==> src/rtl/pa_pkg.sv <==
package pa_pkg;

  typedef enum logic [1:0] {
    REG_CNT_HI = 2'd0,
    REG_CNT_LO = 2'd1,
    REG_CTRL   = 2'd2,
    REG_STAT   = 2'd3
  } pa_reg_e;

  typedef struct packed {
    logic irq_en;
    logic falling;
    logic cascade;
  } pa_ctrl_t;

  localparam int CTRL_BITS = 3;

  function automatic pa_ctrl_t ctrl_from_byte(input logic [CTRL_BITS-1:0] b);
    pa_ctrl_t c;
    c.cascade = b[0];
    c.falling = b[1];
    c.irq_en  = b[2];
    return c;
  endfunction

endpackage

==> src/rtl/pa_edge_sync.sv <==
module pa_edge_sync #(
  parameter int STAGES = 2
) (
  input  logic clk,
  input  logic rst_n,
  input  logic pin_i,
  input  logic falling_i,
  output logic hit_o
);
  localparam int LAST = STAGES;

  logic [LAST:0] chain;
  logic          cur_lvl;
  logic          prev_lvl;

  always_ff @(posedge clk or negedge rst_n) begin
    if (!rst_n) chain <= '0;
    else        chain <= {chain[LAST-1:0], pin_i};
  end

  assign cur_lvl  = chain[LAST-1];
  assign prev_lvl = chain[LAST];
  assign hit_o    = falling_i ? (prev_lvl & ~cur_lvl) : (cur_lvl & ~prev_lvl);

  AST_HIT_NEEDS_CHANGE: assert property (@(posedge clk) disable iff (!rst_n)
    hit_o |-> (cur_lvl != prev_lvl));

endmodule

==> src/rtl/pa_count_byte.sv <==
module pa_count_byte #(
  parameter int CW = 8
) (
  input  logic          clk,
  input  logic          rst_n,
  input  logic          load_i,
  input  logic [CW-1:0] load_val_i,
  input  logic          inc_i,
  output logic [CW-1:0] count_o,
  output logic          wrap_o
);
  function automatic logic [CW:0] bump(input logic [CW-1:0] v);
    return {1'b0, v} + {{CW{1'b0}}, 1'b1};
  endfunction

  logic          step;
  logic [CW:0]   nxt;

  assign step   = inc_i & ~load_i;
  assign nxt    = bump(count_o);
  assign wrap_o = step & nxt[CW];

  always_ff @(posedge clk or negedge rst_n) begin
    if (!rst_n)      count_o <= '0;
    else if (load_i) count_o <= load_val_i;
    else if (step)   count_o <= nxt[CW-1:0];
  end

  AST_WRITE_WINS: assert property (@(posedge clk) disable iff (!rst_n)
    load_i |=> count_o == $past(load_val_i));

  AST_STEP_ONE: assert property (@(posedge clk) disable iff (!rst_n)
    (inc_i && !load_i) |=> count_o == CW'($past(count_o) + 1'b1));

  AST_IDLE_HOLD: assert property (@(posedge clk) disable iff (!rst_n)
    (!inc_i && !load_i) |=> $stable(count_o));

endmodule

==> src/rtl/pa_cascade_accum.sv <==
module pa_cascade_accum
  import pa_pkg::*;
#(
  parameter int CW     = 8,
  parameter int STAGES = 2
) (
  input  logic          clk,
  input  logic          rst_n,
  input  logic          pulse_hi_i,
  input  logic          pulse_lo_i,
  input  logic          bus_sel_i,
  input  logic          bus_wr_i,
  input  logic          bus_rd_i,
  input  logic          bus_word_i,
  input  logic [1:0]    bus_addr_i,
  input  logic [2*CW-1:0] bus_wdata_i,
  output logic [2*CW-1:0] bus_rdata_o,
  output logic          bus_rvalid_o,
  output logic          irq_o
);
  localparam int DW = 2 * CW;
  localparam int NCH = 2;

  // bus decode
  logic wr_byte, wr_word, rd_req;
  logic ld_hi, ld_lo, ctrl_wr, stat_clr;
  logic [CW-1:0] val_hi, val_lo;

  assign wr_byte  = bus_sel_i & bus_wr_i & ~bus_word_i;
  assign wr_word  = bus_sel_i & bus_wr_i & bus_word_i;
  assign rd_req   = bus_sel_i & bus_rd_i & ~bus_wr_i;
  assign ld_hi    = wr_word | (wr_byte && bus_addr_i == REG_CNT_HI);
  assign ld_lo    = wr_word | (wr_byte && bus_addr_i == REG_CNT_LO);
  assign ctrl_wr  = wr_byte && bus_addr_i == REG_CTRL;
  assign stat_clr = wr_byte && bus_addr_i == REG_STAT && bus_wdata_i[0];
  assign val_hi   = wr_word ? bus_wdata_i[DW-1:CW] : bus_wdata_i[CW-1:0];
  assign val_lo   = bus_wdata_i[CW-1:0];

  // control register
  pa_ctrl_t ctl;
  always_ff @(posedge clk or negedge rst_n) begin
    if (!rst_n)       ctl <= '0;
    else if (ctrl_wr) ctl <= ctrl_from_byte(bus_wdata_i[CTRL_BITS-1:0]);
  end

  // edge qualification, channel 0 = low pin, channel 1 = high pin
  logic [NCH-1:0] pins, hit;
  assign pins = {pulse_hi_i, pulse_lo_i};

  for (genvar g = 0; g < NCH; g++) begin : g_edge
    pa_edge_sync #(.STAGES(STAGES)) u_edge (
      .clk      (clk),
      .rst_n    (rst_n),
      .pin_i    (pins[g]),
      .falling_i(ctl.falling),
      .hit_o    (hit[g])
    );
  end

  // counters
  logic [CW-1:0] cnt_hi, cnt_lo;
  logic          wrap_hi, wrap_lo;
  logic          inc_hi;

  assign inc_hi = ctl.cascade ? wrap_lo : hit[1];

  pa_count_byte #(.CW(CW)) u_lo (
    .clk       (clk),
    .rst_n     (rst_n),
    .load_i    (ld_lo),
    .load_val_i(val_lo),
    .inc_i     (hit[0]),
    .count_o   (cnt_lo),
    .wrap_o    (wrap_lo)
  );

  pa_count_byte #(.CW(CW)) u_hi (
    .clk       (clk),
    .rst_n     (rst_n),
    .load_i    (ld_hi),
    .load_val_i(val_hi),
    .inc_i     (inc_hi),
    .count_o   (cnt_hi),
    .wrap_o    (wrap_hi)
  );

  // overflow flag, set beats clear
  logic ovf_set, ovf_flag;
  assign ovf_set = ctl.cascade & wrap_hi;

  always_ff @(posedge clk or negedge rst_n) begin
    if (!rst_n)        ovf_flag <= 1'b0;
    else if (ovf_set)  ovf_flag <= 1'b1;
    else if (stat_clr) ovf_flag <= 1'b0;
  end

  assign irq_o = ovf_flag & ctl.irq_en;

  // registered read path
  logic [DW-1:0] rd_mux;
  always_comb begin
    rd_mux = '0;
    if (bus_word_i) rd_mux = {cnt_hi, cnt_lo};
    else begin
      case (bus_addr_i)
        REG_CNT_HI: rd_mux[CW-1:0] = cnt_hi;
        REG_CNT_LO: rd_mux[CW-1:0] = cnt_lo;
        REG_CTRL:   rd_mux[CTRL_BITS-1:0] = {ctl.irq_en, ctl.falling, ctl.cascade};
        default:    rd_mux[0] = ovf_flag;
      endcase
    end
  end

  always_ff @(posedge clk or negedge rst_n) begin
    if (!rst_n) begin
      bus_rdata_o  <= '0;
      bus_rvalid_o <= 1'b0;
    end else begin
      bus_rvalid_o <= rd_req;
      if (rd_req) bus_rdata_o <= rd_mux;
    end
  end

  AST_CARRY_INTO_HI: assert property (@(posedge clk) disable iff (!rst_n)
    (ctl.cascade && wrap_lo && !ld_hi) |=> cnt_hi == CW'($past(cnt_hi) + 1'b1));

  AST_HI_PIN_IGNORED: assert property (@(posedge clk) disable iff (!rst_n)
    (ctl.cascade && !wrap_lo && !ld_hi) |=> $stable(cnt_hi));

  AST_OVERFLOW_SETS: assert property (@(posedge clk) disable iff (!rst_n)
    ovf_set |=> ovf_flag);

  AST_NO_OVERFLOW: assert property (@(posedge clk) disable iff (!rst_n)
    (!ctl.cascade && !ovf_flag) |=> !ovf_flag);

  AST_FLAG_STICKY: assert property (@(posedge clk) disable iff (!rst_n)
    (ovf_flag && !stat_clr) |=> ovf_flag);

  AST_WORD_COHERENT: assert property (@(posedge clk) disable iff (!rst_n)
    (rd_req && bus_word_i) |=> bus_rdata_o == {$past(cnt_hi), $past(cnt_lo)});

  AST_RVALID_FOLLOWS: assert property (@(posedge clk) disable iff (!rst_n)
    rd_req |=> bus_rvalid_o);

endmodule

==> config.mk <==
export PLATFORM = sky130hd
export DESIGN_NAME = pa_cascade_accum
export DESIGN_NICKNAME = d
export VERILOG_FILES = /design/src/rtl/pa_pkg.sv /design/src/rtl/pa_edge_sync.sv /design/src/rtl/pa_count_byte.sv /design/src/rtl/pa_cascade_accum.sv
export SDC_FILE = /design/constraint.sdc
export NUM_CORES = 1
export LEC_CHECK = 0
export BUFFER_PORTS_ARGS = -buffer_cell sky130_fd_sc_hd__buf_2
export CAP_MARGIN = 20
export CORE_MARGIN = 2
export CORE_UTILIZATION = 58
export DETAILED_ROUTE_END_ITERATION = 8
export HOLD_SLACK_MARGIN = 0.06
export PLACE_DENSITY_LB_ADDON = 0.05
export SLEW_MARGIN = 20
export SYNTH_ARGS = -nofsm -noshare
export SYNTH_HDL_FRONTEND = slang
export SYNTH_SLANG_ARGS = --single-unit
==> constraint.sdc <==
create_clock -name clk -period 4.1 [get_ports clk]
set_input_delay 1.23 -clock clk [delete_from_list [all_inputs] [get_ports clk]]
set_output_delay 1.23 -clock clk [all_outputs]
set_load 0.02 [all_outputs]
# Word-level counts from Yosys, hierarchy flattened
# Cells that the tools add are included.
[op_classes]
reduce_logical = 9
n_mux = 15
n_addsub = 2
bitwise_logic = 25
n_eq_ne = 3
[op_table]
columns = ["op", "n"]
rows = [
  ["$mux 8", 7],
  ["$add 8x1->9 const B", 2],
  ["$and 1x1->1", 15],
  ["$pmux 5 s2", 1],
  ["$not 1->1", 8],
  ["$pmux 2 s3", 1],
  ["$reduce_bool 2->1", 3],
  ["$logic_and 1x1->1", 5],
  ["$mux 1", 5],
  ["$eq 2x2->1 const B", 2],
  ["$pmux 1 s3", 1],
  ["$eq 2x1->1 const B", 1],
  ["$logic_not 2->1", 1],
  ["$or 1x1->1", 2],
]
[word_totals]
regBits = 43
wordCells = 64
out_inout_bits = 18
input_bits = 26

# Logic depth before layout (Yosys ltp)
[depth]
ltp_word = 12
ltp_mapped = 7
mapped_depth_nobuf = 6

# Cells and area by module
# From an unflattened synthesis, not the netlist that was laid out.
[unflattened]
cells_unflattened = 232
hier_area_um2 = 2252.2
[by_module_without_submodules]
columns = ["mod", "area_per_inst_um2", "seq_area_each_um2", "cells_each", "instances"]
rows = [
  ["pa_cascade_accum", 1126.1, 525.5, 118, 1],
  ["pa_count_byte", 465.4, 200.2, 51, 2],
  ["pa_edge_sync", 97.6, 75.1, 6, 2],
]

# Worst setup path before layout
# Ideal clock, no wire load.
[synth_timing]
kind = "input port to flip-flop"
startpoint = "in bus_addr_i[1]"
endpoint = "reg u_hi.count_o[7]"
slack_ns = 1.506
setup_ns = 0.082
stages = 6
t_arrival_ns = 2.512
path_buffers = 1
required_ns = 4.018
path_cell_list = "buf_2 nor2b_1 o21ai_2 a31oi_1 or4_1 a31oi_1"
[synth_via]
elab_chain_len = 9
word_cells_on_any_way = 14
classes_between = "eq/ne (1); mux (2); bitwise (7); reduce/logical (4)"
[synth_rtl]
columns = ["element", "line_no", "text"]
rows = [
  ["start, declared", "pa_cascade_accum.sv:15", "input logic [1:0] bus_addr_i,"],
  ["$eq 2x1->1", "pa_cascade_accum.sv:33", "assign ld_lo = wr_word | (wr_byte && bus_addr_i == REG_CNT_LO);"],
  ["$logic_and 1x1->1", "pa_cascade_accum.sv:33", ""],
  ["$or 1x1->1", "pa_cascade_accum.sv:33", ""],
  ["$not 1->1", "pa_count_byte.sv:19", "assign step = inc_i & ~load_i;"],
  ["$and 1x1->1", "pa_count_byte.sv:19", ""],
  ["$and 1x1->1", "pa_count_byte.sv:21", "assign wrap_o = step & nxt[CW];"],
  ["$mux 1", "pa_cascade_accum.sv:65", "assign inc_hi = ctl.cascade ? wrap_lo : hit[1];"],
  ["$and 1x1->1", "pa_count_byte.sv:19", ""],
  ["$reduce_bool 2->1 (no source line)", "-", ""],
  ["end signal, assigned", "pa_count_byte.sv:25", "else if (load_i) count_o <= load_val_i;"],
  ["end signal, assigned", "pa_count_byte.sv:26", "else if (step) count_o <= nxt[CW-1:0];"],
  ["end, declared", "pa_count_byte.sv:9", "output logic [CW-1:0] count_o,"],
]
# Several ways; a longest one is shown, not always the timed one.
# A chain may end at the register's enable or synchronous reset.

# Worst setup path in the final report
[layout_timing]
startpoint = "in bus_addr_i[0]"
endpoint = "reg u_hi.count_o[7]"
# Same word-level chain as after synthesis.

==> reports/results.ini <==
[status]
status = complete, no violations

[timing]
setup_tns_ns = 0
fin_crit_sh_pct = 61.8
max_freq_ghz = 0.395
max_slew_margin_pct = 39.1
drv_slew = 0
setup_viol = 0
finalClockSkew_ns = 0.0150
worst-slew-pin-transition_ns = 0.914
min_period_ns = 2.53
hold_violations = 0
rsz0062_at_grt = no

[critical_path]
cp-end-kind = flop
worst-endpoint-arrival_ns = 2.81
start_kind = input port
crit_required_ns = 4.38
crit_type = input port to flop
path_max_fanout = 17

[floorplanning]
fp-row-count = 21
dieArea_sq_um = 4150
io_pins = 44
core-area_sq_um = 3420
start_util_pct = 61.9
die_h_microns = 64.4
die_x_microns = 64.4

[global_routing]
grt_usage_pct = 24.7
grt_pass1_vias = 1692
overflow = 0
grt_pass1_wl_microns = 7690
antenna_found_initial = 0
grt_max_degree = 44

[synth]
syn_area_sq_um = 2120
synth_warnings = 0
synth_area_per_cell_sq_um = 9.53
synth-seq-cells = 43
syn_inst = 222
synth_edf_count = 0
synth_cell_type_count = 35
synthArstFlopShare_pct = 100
synth_top_flop_cell = dfrtp_1
synth-seq-area-share_pct = 50.9
synth_nets = 250

[cts]
clk_path_buf_depth = 2
cts_max_level = 2
hold_buffers = 0
post_cts_buffers = 0
cts_resized = 0
cts_made_buffers = 5
cts_root_buf = clkbuf_4
clock_latency_ns = 0.35
cts_num_sinks = 43
cts_tree = done
clk_transition_reported_paths_ns = 0.12

[power_and_ir_drop]
p_sw_share_pct = 37.7
power.share.sequential_pct = 52.0
design_power_total_mw = 1.32
intPower_mw = 0.825
p_leak_nw = 1.12
combPwrFrac_pct = 30.5
powerDensity_nw_per_um2 = 542
clkPwrFrac_pct = 17.5
power.switching_mw = 0.500
max-vdd-ir-drop_mv = 0.342

[placement]
routabilityCongestion = 0.897
postPlaceCellArea_sq_um = 2370
port_buffers = 43
dp_hpwl_microns = 3390

[detailed_routing]
wl_per_cell_microns = 14.8
first_iter_violations = 153
via_per_inst = 5.71
dr_total_vias = 1781
drc = 0
antenna_left = 0
wl_microns = 4610
dr.pass1.iters = 4

[layout]
drive_gt1_share_pct = 26.3
stdcell_area_sq_um = 2440
fin_util_pct = 71.5
diodes = 0
final_net_count = 293
layout-area-overhead-vs-synth_pct = 15.5

[job]
cap_violations = 0

[hold_path]
hp-class = flop to flop

==> path summary, 6_finish.rpt <==
path / start / to / slack [ns] / depth (start not counted)
setup / recovery: bus_addr_i[0] / u_hi.count_o[7]$_DFFE_PN0P_ / 1.57 / 8
hold / removal: g_edge[0].u_edge.chain[0]$_DFF_PN0_ / g_edge[0].u_edge.chain[1]$_DFF_PN0_ / 0.37 / 0
setup reg to reg: u_lo.count_o[0]$_DFFE_PN0P_ / u_hi.count_o[7]$_DFFE_PN0P_ / 2.05 / 7
hold reg to reg: g_edge[0].u_edge.chain[0]$_DFF_PN0_ / g_edge[0].u_edge.chain[1]$_DFF_PN0_ / 0.37 / 0
max in group asynchronous: rst_n / g_edge[0].u_edge.chain[1]$_DFF_PN0_ / 2.52 / 1
min in group asynchronous: rst_n / bus_rdata_o[4]$_DFFE_PN0P_ / 1.00 / 1
==> stage by stage <==
step	hold WS (ns)	std cells	setup WS, ns
finish	0.365	312	1.57
CTS	0.369	312	1.58
global route	0.372	312	1.47
global placement	0.335	304	1.26
floorplan	0.331	222	1.51
detailed placement	0.337	304	1.21
==> worst max-delay path: stages <==
cell	delay [ns]
buf_2	0.13
nor2b_1	0.15
o21ai_2	0.11
buf_4	0.21
a31oi_1	0.10
buf_4	0.19
or4_1	0.50
a31oi_1	0.18
==> per-layer routing <==
layer / wire, microns / global-route usage (%) / up-vias
met5: 0 / 0 / -
met4: 72 / 10.9 / 0
met3: 366 / 3.35 / 6
met2: 2070 / 38.7 / 78
met1: 2100 / 34.4 / 825
li1: - / - / 872
==> cells in the mapped netlist, types with 2 or more instances <==
cell	n	area share, %
dfrtp_1	43	51
nand2_1	32	5.7
o21ai_0	23	5.4
nor2_1	19	3.4
a21oi_1	14	3.3
mux2_2	13	6.9
clkbuf_1	9	1.6
a22oi_1	7	2.5
a31oi_1	7	2.1
nand3_1	5	1.2
or3_1	5	1.5
inv_1	4	0.71
nand4_1	4	1.2
xnor2_1	4	1.7
xor2_1	4	1.7
nand3b_1	3	1.1
and2_1	2	0.59
buf_2	2	0.47
ha_1	2	1.2
mux2i_1	2	0.95
nor2b_1	2	0.59
nor3_1	2	0.47
o31ai_1	2	0.71
==> power by group through the flow <==
stage	Sequential (mW)	Combinational (mW)	Clock (mW)
2_1_floorplan	0.702	0.241	0
4_1_cts	0.685	0.409	0.235
3_3_place_gp	0.691	0.398	0
5_1_grt	0.708	0.456	0.253
6_report	0.689	0.404	0.231
3_5_place_dp	0.695	0.407	0
==> state kept, by name (all words and copies together) (netlist names) <==
| signal | count |
|---|---|
| u_hi.count_o | 8 |
| ctl | 3 |
| bus_rdata_o | 16 |
| g_edge.u_edge.chain | 6 |
| ovf_flag | 1 |
| bus_rvalid_o | 1 |
| u_lo.count_o | 8 |
==> logic make-up (layout without fill, tap and decap cells) <==
logic type	after synthesis	after routing	synth area share, %
fa+ha+maj	2	2	1.18
simple gates	81	81	18.2
xor+xnor	8	8	3.31
flops	43	43	50.9
mux	15	15	7.87
compound gates	58	58	15.8
buf+inv	15	59	2.78
==> layout make-up <==
cell class / instances / area (sq um)
well taps: 46 / 57.6
inverters: 4 / 15.0
multi-input cells: 164 / 981
flip-flops and latches: 43 / 1080
clock buffers: 8 / 68.8
fillers: 275 / 972
repair buffers: 47 / 245
==> layout by cell type (no fill, tap or decap), types with 5 or more instances in the layout <==
cell,count
nand2_1,32
a31oi_1,7
dfrtp_1,43
mux2_2,13
a21oi_1,14
nand3_1,5
nor2_1,19
o21ai_0,23
or3_1,5
a22oi_1,7
buf_2,43
clkbuf_4,5
No activity file was read; power rests on OpenSTA's default activity.
